===== config.mk =====
export PLATFORM = sky130hd
export DESIGN_NAME = i2c_start_gen
export DESIGN_NICKNAME = d
export VERILOG_FILES = /design/src/rtl/i2c_start_pkg.sv /design/src/rtl/i2c_line_sync.sv /design/src/rtl/i2c_baud_timer.sv /design/src/rtl/i2c_start_fsm.sv /design/src/rtl/i2c_start_gen.sv
export SDC_FILE = /design/constraint.sdc
export NUM_CORES = 1
export LEC_CHECK = 0
export BUFFER_PORTS_ARGS = -buffer_cell sky130_fd_sc_hd__buf_2
export CAP_MARGIN = 20
export CORE_MARGIN = 1
export CORE_UTILIZATION = 45
export DETAILED_ROUTE_END_ITERATION = 10
export HOLD_SLACK_MARGIN = 0.02
export PLACE_DENSITY = 0.7
export SLEW_MARGIN = 5
export SYNTH_ARGS = -nofsm -noshare
export SYNTH_HDL_FRONTEND = slang
export SYNTH_SLANG_ARGS = --single-unit

===== constraint.sdc =====
create_clock -name clk -period 1.7 [get_ports clk]
set_input_delay 0.085 -clock clk [delete_from_list [all_inputs] [get_ports clk]]
set_output_delay 0.085 -clock clk [all_outputs]
set_load 0.02 [all_outputs]

===== src/rtl/i2c_start_pkg.sv =====
package i2c_start_pkg;
   typedef enum logic [1:0] {
      ST_IDLE = 2'd0,   // lines released, waiting for a request
      ST_RISE = 2'd1,   // first interval, SDA released
      ST_HOLD = 2'd2,   // second interval, SDA pulled
      ST_HELD = 2'd3    // Start done, both lines pulled
   } start_state_t;
endpackage


===== src/rtl/i2c_line_sync.sv =====
module i2c_line_sync #(
   parameter int STAGES = 2
) (
   input  logic clk,
   input  logic rst,
   input  logic line_in,
   output logic line_s
);
   logic [STAGES-1:0] shreg;

   generate
      if (STAGES < 2) begin : g_bad
         $error("i2c_line_sync needs at least two stages");
      end
   endgenerate

   // Released bus lines read high, so reset to 1.
   always_ff @(posedge clk) begin
      if (rst) shreg <= '1;
      else     shreg <= {shreg[STAGES-2:0], line_in};
   end

   assign line_s = shreg[STAGES-1];
endmodule


===== src/rtl/i2c_baud_timer.sv =====
module i2c_baud_timer #(
   parameter int CNT_W = 8
) (
   input  logic             clk,
   input  logic             rst,
   input  logic             load,
   input  logic             dec,
   input  logic [CNT_W-1:0] reload,
   output logic             zero
);
   logic [CNT_W-1:0] cnt;

   always_ff @(posedge clk) begin
      if (rst)                    cnt <= '0;
      else if (load)              cnt <= reload;
      else if (dec && cnt != '0)  cnt <= cnt - 1'b1;
   end

   assign zero = (cnt == '0);

   // The sequencer must stop decrementing once the interval has run out.
   AST_NO_UNDERFLOW: assert property (@(posedge clk) disable iff (rst)
      dec |-> !zero);
endmodule


===== src/rtl/i2c_start_fsm.sv =====
module i2c_start_fsm
   import i2c_start_pkg::*;
(
   input  logic clk,
   input  logic rst,
   input  logic go,
   input  logic hand_off,
   input  logic flag_clr,
   input  logic sda_s,
   input  logic scl_s,
   input  logic cnt_zero,
   output logic cnt_load,
   output logic cnt_dec,
   output logic sda_pull,
   output logic scl_pull,
   output logic start_en,
   output logic coll_flag,
   output logic irq_flag
);
   start_state_t st, nxt;
   logic set_coll, set_irq, set_en, clr_en;

   always_comb begin
      nxt      = st;
      cnt_load = 1'b0;
      cnt_dec  = 1'b0;
      set_coll = 1'b0;
      set_irq  = 1'b0;
      set_en   = 1'b0;
      clr_en   = 1'b0;
      case (st)
         ST_IDLE: begin
            if (go) begin
               if (!sda_s || !scl_s) begin
                  set_coll = 1'b1;
                  set_irq  = 1'b1;
               end else begin
                  set_en   = 1'b1;
                  cnt_load = 1'b1;
                  nxt      = ST_RISE;
               end
            end
         end
         ST_RISE: begin
            if (sda_s && !scl_s) begin
               set_coll = 1'b1;
               set_irq  = 1'b1;
               clr_en   = 1'b1;
               nxt      = ST_IDLE;
            end else if (!sda_s || cnt_zero) begin
               cnt_load = 1'b1;
               nxt      = ST_HOLD;
            end else begin
               cnt_dec  = 1'b1;
            end
         end
         ST_HOLD: begin
            if (cnt_zero) begin
               set_irq = 1'b1;
               clr_en  = 1'b1;
               nxt     = ST_HELD;
            end else begin
               cnt_dec = 1'b1;
            end
         end
         ST_HELD: begin
            if (hand_off) nxt = ST_IDLE;
         end
         default: nxt = ST_IDLE;
      endcase
   end

   always_ff @(posedge clk) begin
      if (rst) begin
         st        <= ST_IDLE;
         start_en  <= 1'b0;
         coll_flag <= 1'b0;
         irq_flag  <= 1'b0;
      end else begin
         st <= nxt;
         if (set_en)      start_en <= 1'b1;
         else if (clr_en) start_en <= 1'b0;
         if (set_coll)      coll_flag <= 1'b1;
         else if (flag_clr) coll_flag <= 1'b0;
         if (set_irq)       irq_flag <= 1'b1;
         else if (flag_clr) irq_flag <= 1'b0;
      end
   end

   assign sda_pull = (st == ST_HOLD) || (st == ST_HELD);
   assign scl_pull = (st == ST_HELD);

   AST_COLL_RELEASES: assert property (@(posedge clk) disable iff (rst)
      $rose(coll_flag) |-> (!sda_pull && !scl_pull && !start_en));
   AST_SCL_AFTER_SDA: assert property (@(posedge clk) disable iff (rst)
      $rose(scl_pull) |-> $past(sda_pull));
   AST_DONE_FLAGS: assert property (@(posedge clk) disable iff (rst)
      $rose(scl_pull) |-> (irq_flag && !start_en));
   AST_HOLD_LINES: assert property (@(posedge clk) disable iff (rst)
      (scl_pull && !hand_off) |=> (scl_pull && sda_pull));
   AST_FLAG_STICKY: assert property (@(posedge clk) disable iff (rst)
      (coll_flag && !flag_clr) |=> coll_flag);
endmodule


===== src/rtl/i2c_start_gen.sv =====
module i2c_start_gen #(
   parameter int CNT_W       = 8,
   parameter int SYNC_STAGES = 2
) (
   input  logic             clk,
   input  logic             rst,
   input  logic             start_go,
   input  logic [CNT_W-1:0] reload,
   input  logic             sda_in,
   input  logic             scl_in,
   input  logic             hand_off,
   input  logic             flag_clr,
   output logic             sda_pull,
   output logic             scl_pull,
   output logic             start_en,
   output logic             coll_flag,
   output logic             irq_flag
);
   localparam int NLINES = 2;   // index 0 = SDA, 1 = SCL

   logic [NLINES-1:0] lines_raw, lines_s;
   logic cnt_load, cnt_dec, cnt_zero;

   generate
      if (CNT_W < 1 || CNT_W > 16) begin : g_bad_w
         $error("CNT_W must be between 1 and 16");
      end
   endgenerate

   assign lines_raw = {scl_in, sda_in};

   generate
      for (genvar i = 0; i < NLINES; i++) begin : g_sync
         i2c_line_sync #(.STAGES(SYNC_STAGES)) u_sync (
            .clk    (clk),
            .rst    (rst),
            .line_in(lines_raw[i]),
            .line_s (lines_s[i])
         );
      end
   endgenerate

   i2c_baud_timer #(.CNT_W(CNT_W)) u_timer (
      .clk   (clk),
      .rst   (rst),
      .load  (cnt_load),
      .dec   (cnt_dec),
      .reload(reload),
      .zero  (cnt_zero)
   );

   i2c_start_fsm u_fsm (
      .clk      (clk),
      .rst      (rst),
      .go       (start_go),
      .hand_off (hand_off),
      .flag_clr (flag_clr),
      .sda_s    (lines_s[0]),
      .scl_s    (lines_s[1]),
      .cnt_zero (cnt_zero),
      .cnt_load (cnt_load),
      .cnt_dec  (cnt_dec),
      .sda_pull (sda_pull),
      .scl_pull (scl_pull),
      .start_en (start_en),
      .coll_flag(coll_flag),
      .irq_flag (irq_flag)
   );
endmodule


==> flow_metrics.env <==
export IMPL_yosys_area_top_type="dfxtp_1"
export IMPL_ys_types=37
export IMPL_core_area_sq_um=2210
export IMPL_placed_cell_area_sq_um=1340
export IMPL_crit_type="flip-flop to flip-flop"
export IMPL_ys_ff_latch=17
export IMPL_grt_max_degree=18
export IMPL_cts_tree="built"
export IMPL_grt_pass1_wl_um=4370
export IMPL_finClkSkew_ns=0.00683
export IMPL_hold_class="input port to flip-flop"
export IMPL_dp_hpwl_um=1950
export IMPL_synthCells=118
export IMPL_synth_simple_area_share_pct=21.4
export IMPL_finish_utilization_pct=66.5
export IMPL_required_ns=1.95
export IMPL_cp_arrival_ns=1.96
export IMPL_crit_path_end_kind="flip-flop"
export IMPL_post_route_period_util_pct=101
export IMPL_cts_root_buf="clkbuf_4"
export IMPL_wire_per_inst_um=14.0
export IMPL_die_area_sq_um=2540
export IMPL_muxShareOfSynthArea_pct=4.74
export IMPL_min_period_ns=1.71
export IMPL_dominantRegCellSynth="dfxtp_1"
export IMPL_rsz0062_at_grt="yes"
export IMPL_wirelength_um=2650
export IMPL_antenna_cells=0
export IMPL_cap_violations=0
export IMPL_drc=0
export IMPL_die_w_um=50.4
export IMPL_timing_rr_start="u_timer.cnt[1]"
export IMPL_drtAntennaViolNets=0
export IMPL_tightest_slew_ns=0.388
export IMPL_grt_pass1_vias=1043
export IMPL_vdd_ir_drop_max_v=0.000881
export IMPL_place_congestion=0.828
export IMPL_drive_gt1_share_pct=51.2
export IMPL_viasPerCell=5.54
export IMPL_synth_top_area_share_pct=32.3
export IMPL_nFillCells=185
export IMPL_antenna_found_initial=0
export IMPL_grt_ovfl_total=0
export IMPL_regArea_sq_um=344
export IMPL_synth_compound_area_share_pct=27.3
export IMPL_avgSynthCellArea_sq_um=8.94
export IMPL_hold_path_startpoint="flag_clr"
export IMPL_fmax_ghz=0.585
export IMPL_synth_top_family_by_area="compound AO/OA/AOI/OAI gates"
export IMPL_pin_count=20
export IMPL_power_density_nw_per_um2=1520
export IMPL_ys_seq_area_share_pct=32.3
export IMPL_max_clock_path_buffers=2
export IMPL_multiInputGateArea_sq_um=741
export IMPL_yosysWarnings=0
export IMPL_clock_sinks=17
export IMPL_die_h_um=50.4
export IMPL_start_util_pct=47.7
export IMPL_clkLatencyLatePin_ns=0.31
export IMPL_fp_row_count=17
export IMPL_fin_area_sq_um=1470
export IMPL_synth_xor_area_share_pct=1.66
export IMPL_path_max_fanout=6
export IMPL_first_pass_iters=4
export IMPL_tns_ns=-0.00974
export IMPL_failed_checks="setup timing"
export IMPL_syn_nets=139
export IMPL_drt_iter0_drc=15
export IMPL_cts_max_level=1
export IMPL_area_growth_pct=39.5
export IMPL_track_usage_pct=23.4
export IMPL_cp_start_kind="flip-flop"
export IMPL_startpoint="u_timer.cnt[1]"
export IMPL_numPortBuffers=19
export IMPL_hold_viol_final=0
export IMPL_slew_headroom_pct=73.9
export IMPL_setup_ws_ns=-0.00974
export IMPL_power_leakage_nw=0.646
export IMPL_setup_viol=1
export IMPL_detailroute_via_count=1053
export IMPL_hold_slack_ns=0.0625
export IMPL_synth_cell_area_sq_um=1050
export IMPL_synth_async_reset_ratio_pct=0
export IMPL_synthTopCellsByArea="dfxtp_1 32%, a211oi_2 8.3%, ha_1 7.1%"
export IMPL_nNetsFinal=184
export IMPL_synth_edf_count=0
export IMPL_synth_common_cells="17 x dfxtp_1, 13 x a21oi_1, 9 x inv_1, 7 x a211oi_2, 7 x nand2_1"
export IMPL_outcome="finished with violations"
export IMPL_synth_most_common_cell="dfxtp_1"
export IMPL_cts_made_buffers=3
export IMPL_clkTransAtPathRegs_ns=0.11
export IMPL_slew_viol_final=0
export IMPL_yosys_area_share_adder_pct=7.12
==> layer usage <==
metal  share of wire [%]  up-vias  GRT usage [%]
met5                   0        -              0
met4                 2.4        0           13.9
met3                 2.6        7           3.64
met2                  51       23           40.2
met1                  43      501           27.1
li1                    -      522              -
==> through the flow <==
stage,power (W),std cells,setup WS (ns)
after floorplan,0.00135,118,0.000787
after global placement,0.00178,181,-0.0205
final,0.00224,190,-0.00974
after global routing,0.00240,190,-0.110
after detailed placement,0.00183,181,-0.109
after CTS,0.00211,189,-0.00946
==> placed cells by master, fill, tap and decap left out, types with 2 or more instances in the layout <==
cell,Yosys,final
ha_4,0,2
nand3_1,4,4
nand2_1,7,7
ha_2,0,2
dlygate4sd3_1,0,3
inv_1,9,6
a211oi_2,7,7
clkbuf_4,0,3
o31ai_1,2,2
buf_4,0,22
dfxtp_1,17,14
dfxtp_2,0,3
buf_2,2,19
o21ai_0,3,3
mux2i_1,5,5
inv_2,0,3
nor2_1,6,6
a21oi_2,1,2
a31oi_1,3,2
xnor2_1,2,2
a21oi_1,13,12
or2_2,6,6
ha_1,6,2
nand4_1,3,3
==> worst paths after layout <==
check                           slack, ns  depth (start not counted)                         to
worst min-delay path                 0.06                          4             u_fsm.irq_flag
worst max register to register      -0.01                          6                  flip-flop
worst max-delay path                -0.01                          6                  flip-flop
worst min register to register       0.42                          1  g_sync[1].u_sync.shreg[1]
==> critical path, stage by stage (launching register included) <==
cell and delay (ns):
dfxtp_2 0.34, inv_2 0.07, ha_4 0.13, nor3b_4 0.33
a21oi_2 0.12, or4_4 0.53, a21oi_2 0.13
==> layout make-up <==
cell class	instances	share of cell area, %
Multi-Input combinational cell	88	50.3
Sequential cell	17	23.4
Inverter	9	2.30
Clock buffer	3	1.53
Clock inverter	1	0.340
Tap cell	28	2.38
Timing Repair Buffer	44	19.7
==> report_power, final <==
group,total [W],internal [W],switching (W),leakage (nW)
Combinational,0.00138,0.000703,0.000682,0.487
Clock,0.000233,0.0000880,0.000145,0.0177
Sequential,0.000624,0.000503,0.000122,0.141
==> what timing repair did <==
action	CTS	global route
pin swaps	2	10
endpoints found under the hold margin	3	0
hold buffers	3	0
setup buffers	1	2
endpoints found under the setup margin	7	13
gates resized for setup	5	14
==> flip-flops by register name (all words and copies together) (netlist names), named ones only <==
| name | cells |
|---|---|
| u_fsm.coll_flag | 1 |
| u_fsm.start_en | 1 |
| g_sync.u_sync.shreg | 4 |
| u_timer.cnt | 8 |
| u_fsm.st | 1 |
| u_fsm.irq_flag | 1 |
==> logic make-up after synthesis <==
group	count (synthesis)
compound gates	38
xor+xnor	2
fa+ha+maj	6
buf+inv	13
flops	17
mux	5
simple gates	37
(Power assumes the default switching activity.)
